`src/rtl/mfm_pkg.sv`:
```
package mfm_pkg;
   typedef enum logic [1:0] {
      ST_IDLE  = 2'd0,
      ST_HOLD  = 2'd1,
      ST_COUNT = 2'd2,
      ST_FLUSH = 2'd3
   } mon_state_t;
endpackage

```
`src/rtl/mfm_sync.sv`:
```
module mfm_sync #(
   parameter int STAGES = 2
) (
   input  logic clk,
   input  logic rst_n,
   input  logic d_in,
   output logic rise,
   output logic fall
);
   logic [STAGES:0] sh;

   always_ff @(posedge clk or negedge rst_n) begin
      if (!rst_n) sh <= '0;
      else        sh <= {sh[STAGES-1:0], d_in};
   end

   assign rise = sh[STAGES-1] & ~sh[STAGES];
   assign fall = ~sh[STAGES-1] & sh[STAGES];
endmodule

```
`src/rtl/mfm_prescale.sv`:
```
module mfm_prescale #(
   parameter int DIV = 2
) (
   input  logic clk,
   input  logic rst_n,
   input  logic clr,
   input  logic en,
   output logic tick
);
   localparam int W = (DIV > 2) ? $clog2(DIV) : 1;
   localparam logic [W-1:0] LAST = W'(DIV - 1);

   logic [W-1:0] cnt;

   always_ff @(posedge clk or negedge rst_n) begin
      if (!rst_n)      cnt <= '0;
      else if (clr)    cnt <= '0;
      else if (en)     cnt <= (cnt == LAST) ? '0 : cnt + 1'b1;
   end

   assign tick = en && (cnt == LAST);
endmodule

```
`src/rtl/mfm_period_ctr.sv`:
```
module mfm_period_ctr
   import mfm_pkg::*;
#(
   parameter int CNT_W     = 8,
   parameter int START_DLY = 118
) (
   input  logic             clk,
   input  logic             rst_n,
   input  logic             rise,
   input  logic             fall,
   input  logic             tick,
   input  logic [CNT_W-1:0] cal,
   output logic             done,
   output logic [CNT_W-1:0] stop_val,
   output mon_state_t       st_o
);
   localparam int DLY_W = $clog2(START_DLY + 1);
   localparam logic [DLY_W-1:0] DLY_INIT = DLY_W'(START_DLY);
   localparam logic [DLY_W-1:0] DLY_ONE  = DLY_W'(1);

   mon_state_t       st;
   logic [DLY_W-1:0] dly;
   logic [CNT_W-1:0] count;
   logic             active;

   assign active = (st == ST_HOLD) || (st == ST_COUNT);

   always_ff @(posedge clk or negedge rst_n) begin
      if (!rst_n) begin
         st    <= ST_IDLE;
         dly   <= '0;
         count <= '0;
      end else if (rise) begin
         st    <= ST_HOLD;
         dly   <= DLY_INIT;
         count <= cal;
      end else begin
         unique case (st)
            ST_HOLD: begin
               if (fall) st <= ST_FLUSH;
               else if (tick) begin
                  dly <= dly - 1'b1;
                  if (dly == DLY_ONE) st <= ST_COUNT;
               end
            end
            ST_COUNT: begin
               if (fall)      st    <= ST_FLUSH;
               else if (tick) count <= count + 1'b1;
            end
            ST_FLUSH: begin
               count <= '0;
               st    <= ST_IDLE;
            end
            default: ;
         endcase
      end
   end

   assign done     = fall && active;
   assign stop_val = count;
   assign st_o     = st;
endmodule

```
`src/rtl/mfm_window.sv`:
```
module mfm_window #(
   parameter int CNT_W       = 8,
   parameter int TARGET      = 128,
   parameter int NARROW_HALF = 10,
   parameter int WIDE_HALF   = 50
) (
   input  logic             clk,
   input  logic             rst_n,
   input  logic             done,
   input  logic [CNT_W-1:0] stop_val,
   input  logic             wide_sel,
   output logic             below,
   output logic             above,
   output logic             on_tgt
);
   localparam logic [CNT_W-1:0] LO_N = CNT_W'(TARGET - NARROW_HALF);
   localparam logic [CNT_W-1:0] HI_N = CNT_W'(TARGET + NARROW_HALF);
   localparam logic [CNT_W-1:0] LO_W = CNT_W'(TARGET - WIDE_HALF);
   localparam logic [CNT_W-1:0] HI_W = CNT_W'(TARGET + WIDE_HALF);
   localparam logic [CNT_W-1:0] MID  = CNT_W'(TARGET);

   logic [CNT_W-1:0] lo, hi;

   assign lo = wide_sel ? LO_W : LO_N;
   assign hi = wide_sel ? HI_W : HI_N;

   always_ff @(posedge clk or negedge rst_n) begin
      if (!rst_n) begin
         below  <= 1'b0;
         above  <= 1'b0;
         on_tgt <= 1'b0;
      end else if (done) begin
         below  <= stop_val < lo;
         above  <= stop_val > hi;
         on_tgt <= stop_val == MID;
      end
   end
endmodule

```
`src/rtl/mfm_halfcycle_mon.sv`:
```
module mfm_halfcycle_mon
   import mfm_pkg::*;
#(
   parameter int CNT_W       = 8,
   parameter int DIV_A       = 2,
   parameter int DIV_B       = 4,
   parameter int START_DLY   = 118,
   parameter int TARGET      = 128,
   parameter int NARROW_HALF = 10,
   parameter int WIDE_HALF   = 50,
   parameter int SYNC_STAGES = 2
) (
   input  logic             clk,
   input  logic             rst_n,
   input  logic             detect_raw,
   input  logic [CNT_W-1:0] cal_preload,
   input  logic             wide_sel,
   output logic             below_win,
   output logic             above_win,
   output logic             on_target
);
   localparam int TICK_DIV = DIV_A * DIV_B;

   if (CNT_W < 2) begin : g_bad_w
      $error("CNT_W must be at least 2");
   end
   if (DIV_A < 1 || DIV_B < 1) begin : g_bad_div
      $error("divider ratios must be at least 1");
   end
   if (START_DLY < 1) begin : g_bad_dly
      $error("START_DLY must be at least 1");
   end
   if (SYNC_STAGES < 2) begin : g_bad_sync
      $error("SYNC_STAGES must be at least 2");
   end
   if (NARROW_HALF > WIDE_HALF || TARGET - WIDE_HALF < 0
       || TARGET + WIDE_HALF >= (1 << CNT_W)) begin : g_bad_win
      $error("window bounds must fit inside the count range");
   end

   logic             rise, fall, tick_a, tick, done;
   logic [CNT_W-1:0] stop_val;
   mon_state_t       st;

   mfm_sync #(.STAGES(SYNC_STAGES)) u_sync (
      .clk(clk), .rst_n(rst_n), .d_in(detect_raw), .rise(rise), .fall(fall)
   );

   if (DIV_A == 1) begin : g_pa_bypass
      assign tick_a = 1'b1;
   end else begin : g_pa
      mfm_prescale #(.DIV(DIV_A)) u_pa (
         .clk(clk), .rst_n(rst_n), .clr(rise), .en(1'b1), .tick(tick_a)
      );
   end

   if (DIV_B == 1) begin : g_pb_bypass
      assign tick = tick_a;
   end else begin : g_pb
      mfm_prescale #(.DIV(DIV_B)) u_pb (
         .clk(clk), .rst_n(rst_n), .clr(rise), .en(tick_a), .tick(tick)
      );
   end

   mfm_period_ctr #(.CNT_W(CNT_W), .START_DLY(START_DLY)) u_ctr (
      .clk(clk), .rst_n(rst_n), .rise(rise), .fall(fall), .tick(tick),
      .cal(cal_preload), .done(done), .stop_val(stop_val), .st_o(st)
   );

   mfm_window #(
      .CNT_W(CNT_W), .TARGET(TARGET),
      .NARROW_HALF(NARROW_HALF), .WIDE_HALF(WIDE_HALF)
   ) u_win (
      .clk(clk), .rst_n(rst_n), .done(done), .stop_val(stop_val),
      .wide_sel(wide_sel), .below(below_win), .above(above_win),
      .on_tgt(on_target)
   );
endmodule

```
`config.mk`:
```
export PLATFORM = sky130hd
export DESIGN_NAME = mfm_halfcycle_mon
export DESIGN_NICKNAME = d
export VERILOG_FILES = /design/src/rtl/mfm_pkg.sv /design/src/rtl/mfm_sync.sv /design/src/rtl/mfm_prescale.sv /design/src/rtl/mfm_period_ctr.sv /design/src/rtl/mfm_window.sv /design/src/rtl/mfm_halfcycle_mon.sv
export SDC_FILE = /design/constraint.sdc
export NUM_CORES = 1
export LEC_CHECK = 0
export BUFFER_PORTS_ARGS = -buffer_cell sky130_fd_sc_hd__buf_2
export CAP_MARGIN = 20
export CORE_MARGIN = 8
export CORE_UTILIZATION = 25
export DETAILED_ROUTE_END_ITERATION = 8
export PLACE_DENSITY = 0.45
export SYNTH_ARGS = -nofsm -noshare
export SYNTH_HDL_FRONTEND = slang
export SYNTH_SLANG_ARGS = --single-unit
```
`constraint.sdc`:
```
create_clock -name clk -period 2.1 [get_ports clk]
set_input_delay 0.315 -clock clk [delete_from_list [all_inputs] [get_ports clk]]
set_output_delay 0.315 -clock clk [all_outputs]
set_load 0.02 [all_outputs]
```
After elaboration in Yosys (flattened, before gate mapping)
Index checks and enable logic that the tools add are counted.

$add $sub $neg: 4. Multipliers: 0. Divide/modulo/power cells: 0. Magnitude comparators: 2. Equal/unequal tests: 12. Shift operators: 0. Multiplexer cells: 21. Bitwise logic cells: 4. Reductions and logical operators: 11.

Operators with widths (number): 2-to-1 mux 7 bit (4); 2-to-1 mux 8 bit (3); 2-to-1 mux 2 bit (8); case mux 8 bit (2 select lines) (1); 2-to-1 mux 6 bit (2); adder 8 x 1 -> 8 bit, second input constant (1); == test 8 bit, second input constant (1); greater-than comparator 8 bit (1); < comparator 8 bit (1); != test 4 x 3 -> 1 bit, second input constant (2); == test 7 x 1 -> 1 bit, second input constant (1); subtractor 7 x 1 -> 7 bit, second input constant (1); == test 2 bit, second input constant (3); != test 3 bit, second input constant (2); case mux 2 bit (3 select lines) (1); AND reduction 3 bit (2); nonzero test 2 bit (3); AND reduction 4 bit (1); nonzero test 4 bit (1); != test 3 x 2 -> 1 bit, second input constant (1); nonzero test 3 bit (1); adder 2 x 1 -> 2 bit, second input constant (1); bitwise AND 1 bit (2); == test 2 x 1 -> 1 bit, second input constant (1); other kinds (6) (9).

Register bits after elaboration: 26. Latch bits: 0. Bits in writable memories: 0. ROM bits: 0. Input port bits: 12. Output and inout port bits: 3. Word-level logic and storage cells: 63. Memories kept: 0.

Logic depth before layout (Yosys ltp)
Depth in word-level cells: 6. Depth in mapped cells: 7.

Modules after synthesis
From an unflattened synthesis, not the netlist that was laid out.

Cell total of the unflattened synthesis: 175. Area, all modules: 1671.6 µm².

By module, submodules not included: mfm_period_ctr (instances 1, cells each 125, area each 1129.8 µm², sequential area each 425.4 µm²); mfm_window (instances 1, cells each 31, area each 296.5 µm², sequential area each 75.1 µm²); mfm_prescale (g_pb.u_pb) (instances 1, cells each 9, area each 106.4 µm², sequential area each 50.0 µm²); mfm_sync (instances 1, cells each 5, area each 90.1 µm², sequential area each 75.1 µm²); mfm_prescale (g_pa.u_pa) (instances 1, cells each 4, area each 45.0 µm², sequential area each 25.0 µm²); mfm_halfcycle_mon (instances 1, cells each 1, area each 3.8 µm², sequential area each 0.0 µm²).

Worst setup path before layout
OpenSTA, ideal clock, no wires.

Path type: flip-flop to flip-flop. Start: register u_ctr.st[0], in the netlist u_ctr.st_o[0]. End: register u_ctr.count[3], in the netlist u_ctr.stop_val[3]. Setup time: 0.069 ns. Arrival: 1.698 ns. Path slack: 0.333 ns. Cell stages (with the launch flop): 8. Cells stage by stage: dfrtp_1 > inv_1 > ha_1 > nand2b_1 > and4_4 > buf_6 > or4_1 > nand3_1.

Cells in the longest elaborated chain, start to end: 3. Elaborated cells on any way between the ends: 8. Those cells by class: eq/ne: 4; mux: 2; reduce/logical: 2.

Ends and longest elaborated chain: start: declaration (line mfm_period_ctr.sv:21) `mon_state_t st;`; start signal: assignment (line mfm_period_ctr.sv:30) `st <= ST_IDLE;`; start signal: assignment (line mfm_period_ctr.sv:34) `st <= ST_HOLD;`; start signal: assignment (line mfm_period_ctr.sv:40) `if (fall) st <= ST_FLUSH;`; == test 2 bit (line mfm_period_ctr.sv:38) `unique case (st)`; != test 3 bit (no source line) (tied with other cells); AND reduction 3 bit (no source line) / 2-to-1 mux 8 bit (equally long branches); end signal: assignment (line mfm_period_ctr.sv:36) `count <= cal;`; end signal: assignment (line mfm_period_ctr.sv:48) `else if (tick) count <= count + 1'b1;`; end: declaration (line mfm_period_ctr.sv:23) `logic [CNT_W-1:0] count;`.

Several ways; a longest one is shown, not always the timed one. A chain may end at the register's enable or synchronous reset.

Worst setup path after layout
Start: register u_ctr.st[0], in the netlist u_ctr.st_o[0]. End: register u_ctr.count[4], in the netlist u_ctr.stop_val[4].

Same word-level chain as after synthesis.

==> flow_metrics.env <==
export IMPL_netlist_instances=172
export IMPL_fin_crit_sh=0.870
export IMPL_antenna_left=0
export IMPL_setup_ws_ns=0.273
export IMPL_synth_edf_count=0
export IMPL_cp_end_kind="flip-flop"
export IMPL_slew_viol_final=0
export IMPL_areaGrowthSynthToFinish_pct=13.9
export IMPL_syn_nets=199
export IMPL_synth_cell_types=45
export IMPL_grt_setup_unrepaired="false"
export IMPL_post_route_drc_count=0
export IMPL_fp_dieW_um=97.2
export IMPL_synth_avg_cell_area_um2=9.57
export IMPL_critical_path_slowest_cell="or4_1"
export IMPL_final_hold_violation_count=0
export IMPL_layout_common_cells="dfrtp_1 (26), ha_1 (15), nand2_1 (14), buf_2 (14), nor2_1 (12)"
export IMPL_max_slew_margin_rel=0.596
export IMPL_peakVddDrop_mv=0.378
export IMPL_post_cts_resized=0
export IMPL_clock_power_share=0.189
export IMPL_cp_start_kind="flip-flop"
export IMPL_pwr_share_seq=0.392
export IMPL_r2r_slack_ns=0.27
export IMPL_yosys_warnings=0
export IMPL_total_leakage_power_uw=0.000822
export IMPL_setup_tns_ns=0
export IMPL_ys_top_cells_by_area="dfrtp_1 (40%), ha_1 (11%), nand2_1 (3.2%)"
export IMPL_core_mm2=0.00635
export IMPL_nNetsFinal=216
export IMPL_yosys_area_top_type="dfrtp_1"
export IMPL_critPathMaxStageDelay_ns=0.50
export IMPL_fill_cells=678
export IMPL_ioPinCount=15
export IMPL_path_clk_slew_ns=0.10
export IMPL_clock_latency_ns=0.27
export IMPL_netlist_area_mm2=0.00165
export IMPL_internal_power_uw=1340
export IMPL_antenna_found_initial=0
export IMPL_setup_violations_final=0
export IMPL_seq_area_um2=651
export IMPL_grt_max_degree=27
export IMPL_dp_slack_ns=0.308
export IMPL_gp_congestion=0.730
export IMPL_start_util=0.259
export IMPL_grt_use_total=0.0843
export IMPL_vias=1356
export IMPL_wl_per_cell_um=14.7
export IMPL_grt_pass1_wl_um=6810
export IMPL_final_common_cell="dfrtp_1"
export IMPL_powerDensity_mw_per_mm2=1210
export IMPL_maxCapViolations=0
export IMPL_cts_sinks=26
export IMPL_grt_pass1_vias=1327
export IMPL_initialDrtViolationCount=58
export IMPL_totalWireLength_um=3900
export IMPL_cp_required_ns=2.31
export IMPL_first_pass_iters=4
export IMPL_synth_seq_area_share=0.395
export IMPL_synth_top_area_frac=0.395
export IMPL_critPathKind="reg2reg"
export IMPL_port_buffer_count=14
export IMPL_multiInputGateArea_um2=916
export IMPL_diodes=0
export IMPL_crit_arrival_ns=2.04
export IMPL_clockBufferDepth=2
export IMPL_hpwl_um=2910
export IMPL_hold_class="in2async"
export IMPL_die_area_mm2=0.00944
export IMPL_p_sw_uw=921
export IMPL_cts_hold_buffers=0
export IMPL_overflow=0
export IMPL_outcome="complete, no violations"
export IMPL_power_frac_comb=0.418
export IMPL_layout_drive_gt1_share=0.149
export IMPL_min_period_ns=1.83
export IMPL_cts_tree="done"
export IMPL_fin_skew_ns=0.00222
export IMPL_vias_per_cell=5.12
export IMPL_die_h_um=97.2
export IMPL_ctsHtreeMaxLevel=1
export IMPL_path_cells="inv_1 -> ha_1 -> nand2b_1 -> and4_4 -> or4_1 -> nand3_1"
export IMPL_synth_seq_cells=26
export IMPL_fmax_mhz=547
export IMPL_synth_main_ff_cell="dfrtp_1"
export IMPL_cp_max_fo=10
export IMPL_clockRootBuffer="clkbuf_8"
export IMPL_synthArstFlopShare=1.00
export IMPL_post_cts_setup_buffers=0
export IMPL_tightest_slew_ns=0.606
export IMPL_p_sw_frac=0.407
export IMPL_fp_row_count=29
export IMPL_numCtsBuffers=3
==> path summary, 6_finish.rpt <==
kind	startpoint	end	depth (start not counted)
max	u_ctr.st_o[0]$_DFFE_PN0P_	u_ctr.stop_val[4]$_DFFE_PN0P_	6
min in group clk	detect_raw	u_sync.sh[0]$_DFF_PN0_	1
min	rst_n	u_ctr.dly[5]$_DFFE_PN0P_	1
max in group asynchronous	rst_n	g_pa.u_pa.cnt$_DFF_PN0_	1
max reg2reg	u_ctr.st_o[0]$_DFFE_PN0P_	u_ctr.stop_val[4]$_DFFE_PN0P_	6
min reg2reg	u_sync.sh[0]$_DFF_PN0_	u_sync.sh[1]$_DFF_PN0_	0
==> synthesized netlist by cell type (all sizes together), types with 3 or more instances <==
library cell  number
a21oi              3
a22oi              3
and3               4
buf                5
clkbuf             3
dfrtp             26
ha                15
inv                7
nand2             14
nand2b             5
nand3              9
nand4              5
nand4b             3
nor2              12
nor2b              4
o211ai             3
o21ai             10
or4                4
xor2               3
==> kinds of logic after synthesis <==
logic type | synth area share
adder cells (fa/ha/maj) | 0.114
AO/OA/AOI/OAI | 0.161
multiplexers | 0.0122
XOR/XNOR | 0.0213
flip-flops | 0.395
AND/OR/NAND/NOR | 0.248
buffers and inverters | 0.0486
==> sequential cells by signal, summed over array words and instances, names as in the netlist <==
name,flops
u_ctr.stop_val,8
u_ctr.dly,7
u_sync.sh,3
g_pb.u_pb.cnt,2
u_ctr.st_o,2
g_pa.u_pa.cnt,1
u_win.above,1
u_win.below,1
u_win.on_tgt,1
==> metrics by stage <==
| stage | power (uW) | hold slack, ns | instance area (um^2) | util | std cells |
|---|---|---|---|---|---|
| 2_1_floorplan | 1570 | 0.0194 | 1650 | - | 172 |
| 3_3_place_gp | 1850 | 0.339 | 1800 | 0.284 | 261 |
| 3_5_place_dp | 1840 | 0.344 | 1800 | 0.284 | 261 |
| 4_1_cts | 2280 | 0.0621 | 1880 | 0.295 | 265 |
| 5_1_grt | 2460 | 0.0848 | 1880 | 0.295 | 265 |
| 6_report | 2260 | 0.0382 | 1880 | 0.295 | 265 |
==> power groups by stage <==
stage | registers, uW | logic, uW | clock network (uW)
after floorplan | 809 | 764 | 0
after global placement | 900 | 952 | 0
after detailed placement | 894 | 951 | 0
after CTS | 889 | 952 | 441
final | 887 | 946 | 428
after global routing | 917 | 1090 | 455
==> critical path, delay by kind of cell, from the launching register on <==
kind / cells / cell delay, ns
adders and majority gates: 1 / 0.24
buffers and inverters: 1 / 0.07
DFF: 1 / 0.47
and+or+nand+nor: 4 / 0.99
==> area by class of cell <==
class | instances | share of cell area
Tap cell | 77 | 0.0514
Timing Repair Buffer | 20 | 0.0614
Multi-Input combinational cell | 131 | 0.488
Sequential cell | 26 | 0.347
Clock buffer | 3 | 0.0220
Inverter | 7 | 0.0140
Clock inverter | 1 | 0.0160
==> layer usage <==
metal,GRT usage,share of wire,vias up
met4,0.0178,0.0069,0
met2,0.130,0.44,12
li1,-,-,669
met5,0,0,-
met3,0.0235,0.030,2
met1,0.113,0.52,673
Note: power is estimated with default switching activity, not from simulation.
